`config.mk`:
```
export PLATFORM = sky130hd
export DESIGN_NAME = mask_lane_tester
export DESIGN_NICKNAME = d
export VERILOG_FILES = /design/src/rtl/mlt_pkg.sv /design/src/rtl/mlt_sequencer.sv /design/src/rtl/mlt_lane_judge.sv /design/src/rtl/mask_lane_tester.sv
export SDC_FILE = /design/constraint.sdc
export NUM_CORES = 1
export LEC_CHECK = 0
export ABC_AREA = 1
export BUFFER_PORTS_ARGS = -buffer_cell sky130_fd_sc_hd__clkbuf_2
export CAP_MARGIN = 20
export CORE_UTILIZATION = 35
export DETAILED_ROUTE_END_ITERATION = 8
export PLACE_DENSITY = 0.71
export RECOVER_POWER = 100
export SYNTH_ARGS = -nofsm -noshare
export SYNTH_HDL_FRONTEND = slang
export SYNTH_SLANG_ARGS = --single-unit
```
`constraint.sdc`:
```
create_clock -name clk -period 5.1 [get_ports clk]
set_input_delay 0.51 -clock clk [delete_from_list [all_inputs] [get_ports clk]]
set_output_delay 0.51 -clock clk [all_outputs]
set_load 0.02 [all_outputs]
```
`src/rtl/mlt_pkg.sv`:
```
package mlt_pkg;

    typedef enum logic [2:0] {
        ST_IDLE,
        ST_PRELOAD,
        ST_MASKWR,
        ST_READ,
        ST_JUDGE,
        ST_FINISH
    } mlt_state_e;

    localparam logic [7:0] SOLO_PRELOAD = 8'h55;
    localparam logic [7:0] SOLO_PATTERN = 8'hAA;
    localparam logic [7:0] BYTE_ONES    = 8'hFF;
    localparam logic [7:0] BYTE_ZERO    = 8'h00;

endpackage

```
`src/rtl/mlt_sequencer.sv`:
```
module mlt_sequencer
    import mlt_pkg::*;
#(
    parameter int DATA_W = 32,
    parameter int ADDR_W = 16,
    parameter int LANES  = DATA_W / 8,
    parameter int LIDX_W = (LANES > 1) ? $clog2(LANES) : 1
) (
    input  logic              clk,
    input  logic              rst_n,
    input  logic              start,
    input  logic              mem_ack,
    output logic              mem_req,
    output logic              mem_we,
    output logic [ADDR_W-1:0] mem_addr,
    output logic [DATA_W-1:0] mem_wdata,
    output logic [LANES-1:0]  mem_mask,
    output logic [LIDX_W-1:0] lane_sel,
    output logic              capture,
    output logic              judge_en,
    output logic              clear,
    output logic              busy,
    output logic              done
);

    localparam bit SOLO = (LANES == 1);
    localparam logic [LIDX_W-1:0] LAST_LANE = LIDX_W'(LANES - 1);

    mlt_state_e state_q, state_d;
    logic [LIDX_W-1:0] lane_q;

    // state register and lane counter
    always_ff @(posedge clk) begin
        if (!rst_n) begin
            state_q <= ST_IDLE;
            lane_q  <= '0;
        end else begin
            state_q <= state_d;
            if (state_q == ST_IDLE && start)
                lane_q <= '0;
            else if (state_q == ST_JUDGE && lane_q != LAST_LANE)
                lane_q <= lane_q + 1'b1;
        end
    end

    // next-state logic
    always_comb begin
        state_d = state_q;
        unique case (state_q)
            ST_IDLE:    if (start)   state_d = ST_PRELOAD;
            ST_PRELOAD: if (mem_ack) state_d = ST_MASKWR;
            ST_MASKWR:  if (mem_ack) state_d = ST_READ;
            ST_READ:    if (mem_ack) state_d = ST_JUDGE;
            ST_JUDGE:   state_d = (lane_q == LAST_LANE) ? ST_FINISH : ST_PRELOAD;
            ST_FINISH:  state_d = ST_IDLE;
            default:    state_d = ST_IDLE;
        endcase
    end

    // outputs
    always_comb begin
        mem_req   = 1'b0;
        mem_we    = 1'b0;
        mem_addr  = '0;
        mem_wdata = '0;
        mem_mask  = '0;
        capture   = 1'b0;
        judge_en  = 1'b0;
        clear     = 1'b0;
        done      = 1'b0;
        busy      = (state_q != ST_IDLE);
        unique case (state_q)
            ST_IDLE: clear = start;
            ST_PRELOAD: begin
                mem_req   = 1'b1;
                mem_we    = 1'b1;
                mem_wdata = SOLO ? {LANES{SOLO_PRELOAD}} : {LANES{BYTE_ONES}};
            end
            ST_MASKWR: begin
                mem_req   = 1'b1;
                mem_we    = 1'b1;
                mem_wdata = SOLO ? {LANES{SOLO_PATTERN}} : {LANES{BYTE_ZERO}};
                mem_mask  = LANES'(1) << lane_q;
            end
            ST_READ: begin
                mem_req = 1'b1;
                capture = mem_ack;
            end
            ST_JUDGE:  judge_en = 1'b1;
            ST_FINISH: done = 1'b1;
            default: ;
        endcase
    end

    assign lane_sel = lane_q;


    req_hold_chk: assert property (@(posedge clk) disable iff (!rst_n)
        (mem_req && !mem_ack) |=> (mem_req && $stable(mem_we) && $stable(mem_mask) && $stable(mem_wdata)));


    single_mask_chk: assert property (@(posedge clk) disable iff (!rst_n)
        mem_req |-> ($countones(mem_mask) <= 1));


    done_pulse_chk: assert property (@(posedge clk) disable iff (!rst_n)
        done |=> (!done && !busy));


    start_busy_chk: assert property (@(posedge clk) disable iff (!rst_n)
        (busy && start && !done) |=> busy);

endmodule

```
`src/rtl/mlt_lane_judge.sv`:
```
module mlt_lane_judge
    import mlt_pkg::*;
#(
    parameter int DATA_W = 32,
    parameter int LANES  = DATA_W / 8,
    parameter int LIDX_W = (LANES > 1) ? $clog2(LANES) : 1
) (
    input  logic [DATA_W-1:0] word,
    input  logic [LIDX_W-1:0] lane_sel,
    input  logic [LANES-1:0]  flags_in,
    output logic [LANES-1:0]  flags_out
);

    generate
        if (LANES == 1) begin : g_solo
            // mask stuck inactive lets the pattern land
            assign flags_out[0] = flags_in[0] | (word[7:0] == SOLO_PATTERN);
        end else begin : g_multi
            for (genvar j = 0; j < LANES; j++) begin : g_lane
                logic [7:0] lane_byte;
                logic [7:0] lane_expect;
                assign lane_byte   = word[8*j +: 8];
                assign lane_expect = (lane_sel == LIDX_W'(j)) ? BYTE_ONES : BYTE_ZERO;
                // a flagged lane stays flagged; its compare no longer matters
                assign flags_out[j] = flags_in[j] | (lane_byte != lane_expect);
            end
        end
    endgenerate

endmodule

```
`src/rtl/mask_lane_tester.sv`:
```
module mask_lane_tester
    import mlt_pkg::*;
#(
    parameter int DATA_W = 32,
    parameter int ADDR_W = 16
) (
    input  logic                  clk,
    input  logic                  rst_n,
    input  logic                  start,
    output logic                  busy,
    output logic                  done,
    output logic                  fail,
    output logic [DATA_W/8-1:0]   lane_fail,
    output logic                  mem_req,
    output logic                  mem_we,
    output logic [ADDR_W-1:0]     mem_addr,
    output logic [DATA_W-1:0]     mem_wdata,
    output logic [DATA_W/8-1:0]   mem_mask,
    input  logic                  mem_ack,
    input  logic [DATA_W-1:0]     mem_rdata
);

    localparam int LANES  = DATA_W / 8;
    localparam int LIDX_W = (LANES > 1) ? $clog2(LANES) : 1;

    logic [LIDX_W-1:0] lane_sel;
    logic              capture;
    logic              judge_en;
    logic              clear;
    logic [DATA_W-1:0] rdata_q;
    logic [LANES-1:0]  flags_q;
    logic [LANES-1:0]  flags_next;
    logic              fail_q;

    mlt_sequencer #(
        .DATA_W(DATA_W), .ADDR_W(ADDR_W), .LANES(LANES), .LIDX_W(LIDX_W)
    ) u_seq (
        .clk      (clk),
        .rst_n    (rst_n),
        .start    (start),
        .mem_ack  (mem_ack),
        .mem_req  (mem_req),
        .mem_we   (mem_we),
        .mem_addr (mem_addr),
        .mem_wdata(mem_wdata),
        .mem_mask (mem_mask),
        .lane_sel (lane_sel),
        .capture  (capture),
        .judge_en (judge_en),
        .clear    (clear),
        .busy     (busy),
        .done     (done)
    );

    mlt_lane_judge #(
        .DATA_W(DATA_W), .LANES(LANES), .LIDX_W(LIDX_W)
    ) u_judge (
        .word     (rdata_q),
        .lane_sel (lane_sel),
        .flags_in (flags_q),
        .flags_out(flags_next)
    );

    always_ff @(posedge clk) begin
        if (!rst_n) begin
            rdata_q <= '0;
            flags_q <= '0;
            fail_q  <= 1'b0;
        end else begin
            if (capture)
                rdata_q <= mem_rdata;
            if (clear) begin
                flags_q <= '0;
                fail_q  <= 1'b0;
            end else if (judge_en) begin
                flags_q <= flags_next;
                fail_q  <= fail_q | (|flags_next);
            end
        end
    end

    assign lane_fail = flags_q;
    assign fail      = fail_q;


    sticky_flag_chk: assert property (@(posedge clk) disable iff (!rst_n)
        busy |=> ((lane_fail & $past(lane_fail)) == $past(lane_fail)));


    fail_agree_chk: assert property (@(posedge clk) disable iff (!rst_n)
        done |-> (fail == (lane_fail != '0)));


    clear_on_start_chk: assert property (@(posedge clk) disable iff (!rst_n)
        (!busy && start) |=> (lane_fail == '0 && !fail));

endmodule

```
; After elaboration in Yosys (flattened, before gate mapping)
; Index checks and enable logic that the tools add are counted.
[classes]
n_addsub = 1
n_eq_ne = 17
n_shift = 1
mux = 18
n_bitwise = 6
reduce_logical = 11
[ops]
columns = op, n
row1 = $mux W32, 1
row2 = $mux W8, 4
row3 = $ne A8 B8 Y1, 4
row4 = $mux W3, 5
row5 = $pmux W3 S5, 1
row6 = $ne A2 B2 Y1 const B, 5
row7 = $eq A3 B2 Y1 const B, 2
row8 = $eq A3 B3 Y1 const B, 2
row9 = $mux W1, 6
row10 = $reduce_or A2 Y1, 3
row11 = $or A1 B1 Y1, 5
row12 = $eq A2 B2 Y1 const B, 2
row13 = $mux W4, 1
row14 = $reduce_and A4 Y1, 1
row15 = $reduce_or A4 Y1, 1
row16 = $shl A1 B2 Y4 const A, 1
row17 = $eq A3 B1 Y1 const B, 1
row18 = $logic_not A3 Y1, 1
row19 = $reduce_bool A3 Y1, 1
row20 = $reduce_or A3 Y1, 1
row21 = $add A2 B1 Y2 const B, 1
row22 = $eq A2 B1 Y1 const B, 1
row23 = $logic_and A1 B1 Y1, 2
row24 = $logic_not A2 Y1, 1
row25 = $not A1 Y1, 1
[word_totals]
regBits = 42
in_bits = 36
output_inout_bits = 61
word_cells = 59

; Logic depth before layout (Yosys ltp)
; Gate-level depths: netlist of the first run.
[logic_depth]
word_depth = 6
ltp_mapped = 11
depth_no_buf = 11

; Modules after synthesis
; Synthesis of the first run repeated with hierarchy kept, for this count alone.
[hier_totals]
cells_unflattened = 357
area_unflattened_um2 = 2398.6
[modules_own_cells]
columns = module, n_inst, cells_each, area_per_inst_um2
row1 = mask_lane_tester, 1, 165, 1305.0
row2 = mlt_sequencer, 1, 110, 770.7
row3 = mlt_lane_judge, 1, 82, 322.8

; Worst setup path before layout of the first run
; No wires, ideal clock.
[synth_path]
path_type = register -> output
startpoint = register u_seq.state_q[0]
endpoint = output port mem_we
arrival_time_ps = 2081
t_required_ps = 4590
slack_ps = 2509
stages_incl_launch_ff = 5
path_buffers = 0
path_cell_list = dfxtp_1 inv_2 nor3_2 inv_1 nand2_1
[synth_between]
elab_chain_len = 3
word_cells_on_any_way = 4
[synth_rtl]
columns = element, line
row1 = from (decl), mlt_sequencer.sv:29  ; mlt_state_e state_q, state_d;
row2 = from (signal assigned), mlt_sequencer.sv:38  ; state_q <= state_d;
row3 = $eq A3 B1 Y1 or $eq A3 B2 Y1 (tied branches), mlt_sequencer.sv:72  ; unique case (state_q)
row4 = $reduce_or A2 Y1 (no line) *, n/a
row5 = $mux W1 *, mlt_sequencer.sv:72
row6 = to (decl), mask_lane_tester.sv:15  ; output logic mem_we,
; Every way passes the cells marked *; elsewhere a longest branch is shown, timed or not.

; Final worst setup path of the first run
[layout_path]
startpoint = register u_seq.state_q[0]
endpoint = output port mem_wdata[6]
[layout_between]
elab_chain_len = 2
[layout_rtl]
columns = element, line
row1 = $eq A3 B1 Y1, mlt_sequencer.sv:72
row2 = $mux W32, mlt_sequencer.sv:72
row3 = to (decl), mask_lane_tester.sv:17  ; output logic [DATA_W-1:0] mem_wdata,
; No other way between the ends.

==> flow_summary.yaml, run 1 <==
sta:
  tightest_slew_ns: 0.9568
  skew_ns: 0.008084
  fin_tns_setup_ns: 0
  maxSlewHeadroom: 0.3621
  fmax_mhz: 398.8
  setup-violations-final: 0
  period_minus_slack_ns: 2.508
  min_period_over_period: 0.4917
  rsz0062_at_grt: "false"
  hold_viol: 0
  setup_ws_ns: 2.592
  drv_slew: 0
clocking:
  postCtsSetupRepairBufs: 0
  clkTransAtPathRegs_ns: 0.07
  cts_tree: "built"
  cts_max_level: 2
  cts_buffers: 5
  cts.sinks: 42
  root_buffer: "clkbuf_8"
  clock_latency_ns: 0.29
  cts-resized-gates: 0
  clockBufferDepth: 2
  cts_hold_buf: 0
final_layout:
  mostFrequentLayoutCell: "inv_1"
  area_growth_pct: 7.123
  fin_nets: 411
  layout-drive-gt1-share: 0.1402
  diodes: 0
  final_cell_mix: "inv_1 (47), clkbuf_1 (45), dfxtp_1 (42)"
  final_cells: 448
worst_setup_path:
  cp_cell_sequence: "inv_2, nor3_2, clkbuf_1, clkbuf_2"
  worst-r2r-setup-slack_ns: 3.19
  cp.required_ns: 4.59
  critPathMaxFanout: 32
  worstSetupPathType: "register to output pin"
  crit_path_end_kind: "output pin"
  rr_worst_depth: 4
  r2r_end: "rdata_q[6]$_SDFFE_PN0P_"
  worstPathBufferInverterCount: 3
  crit_family: "buffers and inverters"
  r2r_start: "u_seq.state_q[2]$_SDFFE_PN0P_"
  cpPeakStageDelay_ns: 0.74
  critPathLaunchType: "register"
  slowest_stage: "clkbuf_1"
  cp.arrival_ns: 2.00
power:
  p_leak_nw: 1.007
  ir_drop_uv: 218.2
  power.density_nw_per_um2: 388.5
grt:
  antenna_found_initial: 0
  grt_overflow: 0
  grt_start_max_net_pins: 65
  grt_pass1_wl_um: 7169
  grt_usage: 0.1293
  first_global_vias: 1606
synthesis:
  postSynthAreaPerCell_sq_um: 7.134
  ys_ff_latch: 42
  syn_area_sq_um: 2318
  synth_cell_type_count: 25
  synth_ff_type: "dfxtp_1"
  ys_seq_area_frac: 0.3627
  syn_inst: 325
  synthArstFlopShare: 0
  synth_edf_count: 0
  yosys_warnings: 0
placed_design:
  numPortBuffers: 80
  place.gp.congestion: 0.7532
  dp.cells: 441
  hpwlAfterDp_um: 3238
  pre_cts_slack_ns: 3.200
min_path:
  whs_path_depth: 2
  hold_end: "rdata_q[3]$_SDFFE_PN0P_"
  hp-start: "rdata_q[3]$_SDFFE_PN0P_"
  holdCritPathClass: "register to register"
floorplanning:
  core_sq_um: 6386
  fp.dieArea_sq_um: 6954
  start_util: 0.3630
  chipHeight_um: 83.39
  dieWidth_um: 83.39
  ios: 97
  rows: 29
drt:
  drt-total-wl_um: 4324
  initialDrtViolationCount: 61
  dr.pass1.iters: 4
  avgViaCountPerCell: 4.350
  post_drt_wl_per_cell_um: 9.652
  drc: 0
  vias: 1949
  ant_nets: 0
run_status:
  status: "finished clean"
flow_run:
  cap_violations: 0
how the worst max path moves through the flow:
| stage | startpoint | endpoint | slack, ns | cells after the start |
|---|---|---|---|---|
| 3_5_place_dp | mem_ack | rdata_q[6]$_SDFFE_PN0P_ | 3.20 | 4 |
| 4_1_cts | u_seq.state_q[1]$_SDFFE_PN0P_ | mem_mask[1] | 3.03 | 3 |
| 6_report | u_seq.state_q[0]$_SDFFE_PN0P_ | mem_wdata[6] | 2.59 | 4 |
| 5_1_grt | u_seq.state_q[0]$_SDFFE_PN0P_ | mem_wdata[6] | 2.34 | 4 |
| 3_3_place_gp | mem_ack | rdata_q[0]$_SDFFE_PN0P_ | 3.21 | 4 |
| 2_1_floorplan | u_seq.state_q[0]$_SDFFE_PN0P_ | mem_we | 2.51 | 4 |
tightest hold or removal path, stage by stage (launching register included):
cell	delay [ns]
dfxtp_1	0.32
inv_1	0.05
a21oi_1	0.05
layout make-up:
class / instances / area (sq um)
repair buffers: 81 / 349.1
clock inverters: 2 / 10.01
well taps: 77 / 96.34
multi-input cells: 190 / 927.1
clock buffers: 5 / 68.82
flip-flops and latches: 42 / 840.8
inverters: 51 / 191.4
fillers: 730 / 3902
stage by stage:
step           hold WS [ns]   power, W  utilization  instance area (sq um)
6_report             0.4600  0.0009649       0.3889                   2484
5_1_grt              0.4899   0.001028       0.3889                   2484
4_1_cts              0.4657   0.001008       0.4007                   2559
3_5_place_dp         0.4546  0.0008076       0.3883                   2480
3_3_place_gp         0.4474  0.0008036       0.3883                   2480
2_1_floorplan        0.4364  0.0008042            -                   2375
cells in the mapped netlist, types with 2 or more instances:
| cell | count | area (sq um) |
|---|---|---|
| nand2_1 | 39 | 146.4 |
| clkbuf_1 | 4 | 15.01 |
| ha_1 | 4 | 50.05 |
| clkbuf_2 | 2 | 10.01 |
| a21oi_1 | 40 | 200.2 |
| o21ai_1 | 2 | 10.01 |
| buf_4 | 48 | 360.4 |
| dfxtp_1 | 42 | 840.8 |
| buf_2 | 2 | 10.01 |
| inv_1 | 46 | 172.7 |
| nor2_4 | 3 | 33.78 |
| inv_2 | 5 | 18.77 |
| nor3_1 | 4 | 20.02 |
| nor2_1 | 30 | 112.6 |
| o21ai_0 | 33 | 165.2 |
| nand3_1 | 10 | 50.05 |
| nand3b_1 | 3 | 22.52 |
flip-flops by register name, indices dropped and copies added (netlist names):
signal,cells
fail,1
lane_fail,4
u_seq.lane_sel,2
u_seq.state_q,3
rdata_q,32
power by group:
part	total [W]	internal, W	switching (W)	leakage, nW
logic	0.000383	0.0000970	0.000286	0.624
registers	0.000381	0.000356	0.0000257	0.340
clock network	0.000201	0.0000919	0.000109	0.0438
total	0.000965	0.000544	0.000421	1.01
routing by layer:
| layer | up-vias | global-route usage | wire, um |
|---|---|---|---|
| met5 | - | 0 | 0 |
| met2 | 79 | 0.2101 | 1850 |
| li1 | 1049 | - | - |
| met4 | 0 | 0.05172 | 65 |
| met3 | 5 | 0.04076 | 332 |
| met1 | 816 | 0.1584 | 2076 |
cell families after synthesis:
family                   count (synthesis)  synth area share
AO/OA/AOI/OAI                           79            0.1797
flip-flops                              42            0.3627
buffers and inverters                  108            0.2547
other                                    1          0.001617
adder cells (fa/ha/maj)                  4           0.02159
AND/OR/NAND/NOR                         91            0.1797
Power figures use the tool's default switching activity.
==> run 2, diff against run 1 <==
==> constraint.sdc (replaced) <==
create_clock -name clk -period 2.5 [get_ports clk]
set_input_delay 0.25 -clock clk [delete_from_list [all_inputs] [get_ports clk]]
set_output_delay 0.25 -clock clk [all_outputs]
set_load 0.02 [all_outputs]
==> run 2 against run 1 <==
  * Power is 110% higher
  * Highest routed layer unchanged
  * Critical endpoint is now mem_we
  * Critical path depth increased by 2
  * Combinational power is 100% higher
==> flow_summary.yaml, run 2 (synthesis results as in run 1) <==
grt:
  grt_pass1_wl_um: 7472
  grt_start_max_net_pins: 65
  antenna_found_initial: 0
  grt_overflow: 0
  grt_usage: 0.1343
  first_global_vias: 1717
final_layout:
  diodes: 0
  fin_nets: 412
  top_register: "rdata_q"
  largest_reg_flops: 32
  final_cell_mix: "inv_1 (47), clkbuf_1 (45), dfxtp_1 (42)"
  layout-drive-gt1-share: 0.1448
  fillers: 713
  mostFrequentLayoutCell: "inv_1"
  area_growth_pct: 7.933
power:
  power.density_nw_per_um2: 803.9
  clkPwrFrac: 0.225
  seqPwrFrac: 0.387
  p_comb_frac: 0.388
  switching_power_w: 0.0008685
  internal_power_w: 0.001143
  ir_drop_uv: 619.6
  p_sw_frac: 0.4317
  p_leak_nw: 1.019
placed_design:
  place.gp.congestion: 0.7453
  hpwlAfterDp_um: 3272
  numPortBuffers: 80
sta:
  maxSlewHeadroom: 0.3309
  fin_tns_setup_ns: 0
  rsz0062_at_grt: "false"
  setup-violations-final: 0
  skew_ns: 0.005486
  drv_slew: 0
  period_minus_slack_ns: 2.088
  min_period_over_period: 0.8354
  fmax_mhz: 478.8
  hold_viol: 0
  holdWs_ns: 0.2168
  tightest_slew_ns: 1.004
floorplanning:
  start_util: 0.3630
  dieWidth_um: 83.39
  ios: 97
  rows: 29
  core_sq_um: 6386
  chipHeight_um: 83.39
  fp.dieArea_sq_um: 6954
run_status:
  status: "finished clean"
clocking:
  cts_max_level: 2
  root_buffer: "clkbuf_8"
  cts.sinks: 42
  cts_hold_buf: 0
  cts-resized-gates: 0
  clkTransAtPathRegs_ns: 0.08
  postCtsSetupRepairBufs: 0
  cts_tree: "built"
  clock_latency_ns: 0.30
  clockBufferDepth: 2
  cts_buffers: 5
flow_run:
  cap_violations: 0
worst_setup_path:
  cpPeakStageDelay_ns: 0.46
  crit_family: "buffers and inverters"
  crit_path_end_kind: "output pin"
  cp.required_ns: 2.25
  cp.arrival_ns: 1.84
  critPathMaxFanout: 33
  worstSetupPathType: "register to output pin"
  slowest_stage: "dfxtp_1"
  worstPathBufferInverterCount: 4
  cp_cell_sequence: "inv_2, nor3_2, clkbuf_2, inv_1, nand2_1, clkbuf_1"
  critPathLaunchType: "register"
drt:
  post_drt_wl_per_cell_um: 10.16
  drc: 0
  drt-total-wl_um: 4572
  ant_nets: 0
  dr.pass1.iters: 4
  initialDrtViolationCount: 76
  vias: 1985
  avgViaCountPerCell: 4.411
min_path:
  holdCritPathClass: "input pin to register"
run 2: cell type report:
type | instances | area [sq um] | share of cell area
Tap cell | 77 | 96.34 | 0.03850
Multi-Input combinational cell | 190 | 927.1 | 0.3705
Clock buffer | 7 | 86.33 | 0.03450
Inverter | 51 | 191.4 | 0.07650
Sequential cell | 42 | 840.8 | 0.3360
Clock inverter | 1 | 5.005 | 0.002000
Timing Repair Buffer | 82 | 355.3 | 0.1420
run 2: power groups by stage:
| stage | clock, W | sequential, W | combinational (W) |
|---|---|---|---|
| after floorplan | 0 | 0.000777 | 0.000863 |
| after CTS | 0.000463 | 0.000783 | 0.000853 |
| after global placement | 0 | 0.000794 | 0.000846 |
| after global routing | 0.000502 | 0.000787 | 0.000852 |
| final | 0.000452 | 0.000779 | 0.000781 |
| after detailed placement | 0 | 0.000799 | 0.000850 |
run 2: worst paths after layout:
check / from / endpoint / slack, ns / depth (start not counted)
max: u_seq.state_q[0]$_SDFFE_PN0P_ / mem_we / 0.41 / 6
min: mem_rdata[20] / rdata_q[20]$_SDFFE_PN0P_ / 0.22 / 3
max reg2reg: u_seq.state_q[2]$_SDFFE_PN0P_ / rdata_q[30]$_SDFFE_PN0P_ / 0.52 / 5
min reg2reg: rdata_q[26]$_SDFFE_PN0P_ / rdata_q[26]$_SDFFE_PN0P_ / 0.46 / 2
run 2: layer usage:
layer  vias up  track usage  share of wire
li1       1054            -              -
met1       830       0.1600           0.45
met2        89       0.2228           0.45
met5         -            0              0
met4         0      0.05799          0.022
met3        12      0.04076          0.077
run 2: worst reg2reg max path, stage by stage (launching register included):
cell	delay, ns
dfxtp_1	0.43
inv_1	0.20
nand4_4	0.10
clkbuf_2	0.75
o21ai_0	0.26
a21oi_1	0.16
run 2: metrics by stage:
step	cells	power, W	utilization	setup WS [ns]	instance area, sq um
after global routing	450	0.002141	0.3919	0.2462	2502
after global placement	442	0.001640	0.3895	1.004	2487
after CTS	450	0.002099	0.4038	0.5920	2579
after floorplan	340	0.001641	-	0.1599	2375
after detailed placement	442	0.001649	0.3895	0.9216	2487
final	450	0.002012	0.3919	0.4115	2502
